### src/rtl/ws_serial_tx.sv
module ws_serial_tx #(
  parameter int WIDTH = 24
) (
  input  logic             clk,
  input  logic             rst_n,
  input  logic [WIDTH-1:0] left_sample,
  input  logic             left_load,
  input  logic [WIDTH-1:0] right_sample,
  input  logic             right_load,
  input  logic             sclk,
  input  logic             ws,
  input  logic             out_en,
  output logic             sdata
);
  localparam int CW = $clog2(WIDTH + 1);
  localparam logic [CW-1:0] LAST = CW'(WIDTH);

  logic [2:0]       sclk_q;
  logic [1:0]       ws_q;
  logic             ws_word;
  logic [WIDTH-1:0] left_hold, right_hold, shreg;
  logic [CW-1:0]    cnt;
  logic             bit_q;

  wire fall     = sclk_q[2] & ~sclk_q[1];
  wire ws_s     = ws_q[1];
  wire new_word = ws_s != ws_word;
  wire [WIDTH-1:0] sel = ws_s ? right_hold : left_hold;

  always_ff @(posedge clk or negedge rst_n) begin
    if (!rst_n) begin
      sclk_q <= '0;
      ws_q   <= '0;
    end else begin
      sclk_q <= {sclk_q[1:0], sclk};
      ws_q   <= {ws_q[0], ws};
    end
  end

  always_ff @(posedge clk or negedge rst_n) begin
    if (!rst_n) begin
      left_hold  <= '0;
      right_hold <= '0;
    end else begin
      if (left_load)  left_hold  <= left_sample;
      if (right_load) right_hold <= right_sample;
    end
  end

  always_ff @(posedge clk or negedge rst_n) begin
    if (!rst_n) begin
      ws_word <= 1'b0;
      shreg   <= '0;
      cnt     <= LAST;
      bit_q   <= 1'b0;
    end else if (fall) begin
      if (new_word) begin
        ws_word <= ws_s;
        bit_q   <= sel[WIDTH-1];
        shreg   <= {sel[WIDTH-2:0], 1'b0};
        cnt     <= CW'(1);
      end else if (cnt < LAST) begin
        bit_q <= shreg[WIDTH-1];
        shreg <= {shreg[WIDTH-2:0], 1'b0};
        cnt   <= cnt + CW'(1);
      end else begin
        bit_q <= 1'b0;
      end
    end
  end

  assign sdata = out_en & bit_q;

  AST_HOLD_ON_NO_EDGE: assert property (@(posedge clk) disable iff (!rst_n)
    !fall |=> $stable(bit_q));
  AST_WORD_START: assert property (@(posedge clk) disable iff (!rst_n)
    fall && new_word |=> cnt == CW'(1) && ws_word == $past(ws_s));
  AST_CNT_BOUND: assert property (@(posedge clk) disable iff (!rst_n)
    cnt <= LAST);
  AST_PAD_ZERO: assert property (@(posedge clk) disable iff (!rst_n)
    fall && !new_word && cnt == LAST |=> !bit_q);
  AST_LEFT_HOLD: assert property (@(posedge clk) disable iff (!rst_n)
    !left_load |=> $stable(left_hold));
  AST_RIGHT_HOLD: assert property (@(posedge clk) disable iff (!rst_n)
    !right_load |=> $stable(right_hold));
endmodule

### config.mk
export PLATFORM = sky130hd
export DESIGN_NAME = ws_serial_tx
export DESIGN_NICKNAME = d
export VERILOG_FILES = /design/src/rtl/ws_serial_tx.sv
export SDC_FILE = /design/constraint.sdc
export NUM_CORES = 1
export LEC_CHECK = 0
export BUFFER_PORTS_ARGS = -buffer_cell sky130_fd_sc_hd__buf_2
export CAP_MARGIN = 20
export CORE_AREA = 2 2 96 98
export DETAILED_ROUTE_END_ITERATION = 16
export DIE_AREA = 0 0 98 100
export PLACE_DENSITY = 0.77
export SYNTH_ARGS = -nofsm -noshare
export SYNTH_HDL_FRONTEND = slang
export SYNTH_SLANG_ARGS = --single-unit
### constraint.sdc
create_clock -name clk -period 1.6 [get_ports clk]
set_input_delay 0.08 -clock clk [delete_from_list [all_inputs] [get_ports clk]]
set_output_delay 0.08 -clock clk [all_outputs]
set_load 0.01 [all_outputs]
Word-level counts from Yosys, hierarchy flattened
Cells that the tools add are included.

Order comparisons: 1. Equal/unequal tests: 1. Add/sub/neg operators: 1. Muxes and demuxes: 7. Reduce and logical (&&, ||, !) cells: 3. Bitwise logic cells: 3.

Operators by type and width (count): $mux W24 (3); $mux W5 (2); $add A5 B1 Y5 const B (1); $lt A5 B5 Y1 const B (1); $reduce_and A2 Y1 (2); $and A1 B1 Y1 (2); $mux W1 (2); $reduce_bool A2 Y1 (1); $ne A1 B1 Y1 (1); $not A1 Y1 (1).

Register bits: 84. Bits of input ports: 55. Output and inout bits: 1.

Depth between registers and ports, before layout
Depth in word-level cells: 3. Mapped depth: 5. Gate-level depth less buffers: 4.

Worst setup path after synthesis
OpenSTA, ideal clock, no wires.

Kind: reg-to-reg. From: register ws_q[1]. To: register shreg[10]. Clock period less this slack: 1603 ps. Library setup time: 127 ps. Arrival: 1476 ps. Cell stages (with the launch flop): 6. Slack: -3 ps. Cells stage by stage: dfrtp_1 > buf_4 > xnor2_4 > a31oi_4 > buf_6 > mux2_1.

Word-level cells in the longest chain between the ends: 3.

RTL lines: start, declared (RTL line 19) `logic [1:0] ws_q;`; start signal, assigned (RTL line 36) `ws_q <= {ws_q[0], ws};`; $ne A1 B1 Y1 (RTL line 27) `wire new_word = ws_s != ws_word;`; $reduce_bool A2 Y1 (no source line); $reduce_and A2 Y1 (no source line); end signal, assigned (RTL line 60) `shreg <= {sel[WIDTH-2:0], 1'b0};`; end signal, assigned (RTL line 64) `shreg <= {shreg[WIDTH-2:0], 1'b0};`; end, declared (RTL line 21) `logic [WIDTH-1:0] left_hold, right_hold, shreg;`.

Parallel ways exist; a longest one is shown, timed or not. A chain may end at the register's enable or synchronous reset.

Final worst setup path
From: register ws_word. To: register shreg[13].

Word-level cells in the longest chain between the ends: 3.

RTL lines: start, declared (RTL line 20) `logic ws_word;`; start signal, assigned (RTL line 58) `ws_word <= ws_s;`; $ne A1 B1 Y1 * (RTL line 27); $reduce_bool A2 Y1 (no source line); $reduce_and A2 Y1 (no source line).

Every way passes the cells marked *; elsewhere a longest branch is shown, timed or not.

==> impl_metrics.json <==
{
  "cts_tree": "yes",
  "layout.nets": 440,
  "htree_levels": 3,
  "path_class": "register to register",
  "dp_worst_setup_slack_ps": 75.1,
  "wl_per_cell_um": 15.3,
  "yosysWarningCount": 0,
  "r2r-end": "shreg[13]",
  "power_leakage_nw": 2.29,
  "drc": 0,
  "drive_above_1_share_pct": 37.0,
  "dr.pass1.iters": 6,
  "antennaDiodeCount": 0,
  "max_slew_margin_pct": 68.5,
  "r2r_start": "ws_word",
  "fin_area_sq_mm": 0.00507,
  "rsz0062_at_grt": "false",
  "stdcell_count": 500,
  "synth_edf_count": 0,
  "hold_class": "primary input to asynchronous set/reset pin",
  "io_buffers": 55,
  "antenna_found_initial": 0,
  "power.total_mw": 5.51,
  "multi_input_area_sq_mm": 0.00169,
  "syn2layout_area_growth_pct": 30.8,
  "skew_ps": 5.67,
  "ctsRootBufferMaster": "clkbuf_8",
  "clkSinkCount": 83,
  "synth.distinct_cells": 33,
  "worstSetupStartpoint": "ws_word",
  "finalWirelength_um": 7640,
  "irDropWorstVdd_uv": 778,
  "synthCells": 271,
  "drv_slew": 0,
  "fin_crit_ps": 1540,
  "cp-end-kind": "register",
  "antenna_left": 0,
  "numCtsBuffers": 9,
  "dp_hpwl_um": 5200,
  "routabilityCongestion": 0.793,
  "io_pins": 56,
  "tightest_slew_ps": 473,
  "first_iter_violations": 72,
  "clockBufferDepth": 2,
  "power.density_mw_per_mm2": 1090,
  "die_w_um": 98,
  "crit_end": "shreg[13]",
  "placement.cell_area_sq_mm": 0.00438,
  "dieArea_sq_mm": 0.00980,
  "fp.coreArea_sq_mm": 0.00889,
  "hold_viol": 0,
  "setup_violations": 0,
  "start_util_pct": 43.6,
  "nFillCells": 707,
  "critPathArrivalTime_ps": 1780,
  "path_max_fanout": 13,
  "grt_pass1_vias": 2701,
  "drv_cap": 0,
  "outcome": "finished, final reports clean",
  "synth_ff_type": "dfrtp_1",
  "timing.hold.ws_ps": 200,
  "clk_latency_ps": 360,
  "ff2ff_setup_slack_ps": 60,
  "syn_area_per_cell_sq_um": 14.3,
  "grt_max_degree": 34,
  "fp.dieH_um": 100,
  "grt_pass1_wl_um": 13100,
  "synthArstFlopShare_pct": 100,
  "fmax_mhz": 651,
  "grt_usage_pct": 16.9,
  "setup_tns_ps": 0,
  "viasPerCell": 4.99,
  "reg2reg_depth": 4,
  "required_ps": 1840,
  "dp.cells": 433,
  "regArea_sq_mm": 0.00208,
  "ys_seq_elements": 83,
  "synth_nets": 327,
  "setup_slack_ps": 64.8,
  "vias": 2497,
  "critPathLaunchType": "register",
  "overflow": 0,
  "final_util_pct": 57.1,
  "finalCritPeriodShare_pct": 96.0,
  "ys_seq_area_share_pct": 53.6,
  "clkSlewWorstSetupHoldPaths_ps": 90,
  "syn_area_sq_mm": 0.00388,
  "placementRows": 35
}
[layer usage]
metal	GRT usage, %	part of all wire (%)
met3	4.60	3.5
met4	4.27	1.5
met2	29.1	51
met1	21.2	44
met5	0	0
[critical path: stages, from the launching register on]
cell	delay, ps
dfrtp_2	490
xnor2_4	160
a31oi_4	240
buf_12	180
mux2_1	340
[timing repair]
action / 4_1_cts / 5_1_grt
resized for setup: 0 / 0
hold buffers: 51 / 0
setup buffers: 0 / 0
setup endpoints to repair: 0 / 0
hold endpoints to repair: 79 / 0
[where the power goes]
| part | total [mW] | internal (mW) | switching, mW |
|---|---|---|---|
| combinational | 1.25 | 0.756 | 0.490 |
| clock | 1.42 | 0.591 | 0.828 |
| sequential | 2.85 | 2.52 | 0.327 |
| total | 5.51 | 3.87 | 1.64 |
[sequential cells by signal (all words and copies together) (netlist names)]
signal,flops
left_hold,24
right_hold,24
shreg,23
cnt,5
sclk_q,3
ws_q,2
bit_q,1
ws_word,1
[cell usage in the layout, fill, tap and decap left out, drive strengths merged]
cell type / n
buf: 68
a221oi: 1
nor2: 1
dlygate4sd3: 51
and3b: 1
nor2b: 3
mux2i: 64
and2: 1
a21boi: 1
o211ai: 1
inv: 7
xor2: 1
nand4: 1
a31oi: 2
or4: 1
dfstp: 2
a21oi: 1
mux2: 71
a41oi: 1
nand2b: 2
clkinv: 2
ha: 1
clkinvlp: 1
dfrtp: 81
clkbuf: 9
o2bb2ai: 1
a22oi: 1
nand3: 4
o21ai: 2
a22o: 1
xnor2: 1
nand2: 4
[how the worst min path moves through the flow]
stage                          from            end  slack [ps]  depth (start not counted)
final                         rst_n   left_hold[4]         200                          2
after global routing      left_load   left_hold[3]         210                          2
after CTS                     rst_n   left_hold[4]         200                          2
after detailed placement      rst_n   left_hold[4]          70                          1
after global placement        rst_n  right_hold[4]          60                          1
after floorplan               rst_n          bit_q        -220                          0
[kinds of logic (layout without fill, tap and decap cells)]
group | count (synthesis) | in the layout | share of synthesized area [%]
mux | 135 | 135 | 37.1
flops | 83 | 83 | 53.6
compound gates | 12 | 12 | 2.58
fa+ha+maj | 1 | 1 | 0.322
xor+xnor | 2 | 2 | 0.935
buf+inv | 20 | 138 | 2.90
simple gates | 18 | 18 | 2.55
[synthesized netlist by cell type (all sizes together), types with 2 or more instances]
master | count | area share [%]
inv | 3 | 0.29
mux2i | 64 | 17
dfstp | 2 | 1.4
o21ai | 2 | 0.26
dfrtp | 81 | 52
nor2b | 3 | 0.48
nand2b | 2 | 0.32
buf | 10 | 1.9
a31oi | 2 | 0.71
mux2 | 71 | 21
clkbuf | 7 | 0.68
nand2 | 4 | 0.39
nand3 | 4 | 0.52
[layout make-up]
| class | instances | area share (%) |
|---|---|---|
| Clock buffer | 9 | 2.44 |
| Clock inverter | 7 | 1.16 |
| Inverter | 3 | 0.222 |
| Multi-Input combinational cell | 168 | 33.3 |
| Sequential cell | 83 | 41.0 |
| Tap cell | 111 | 2.74 |
| Timing Repair Buffer | 119 | 19.2 |
Note: power is estimated with default switching activity, not from simulation.
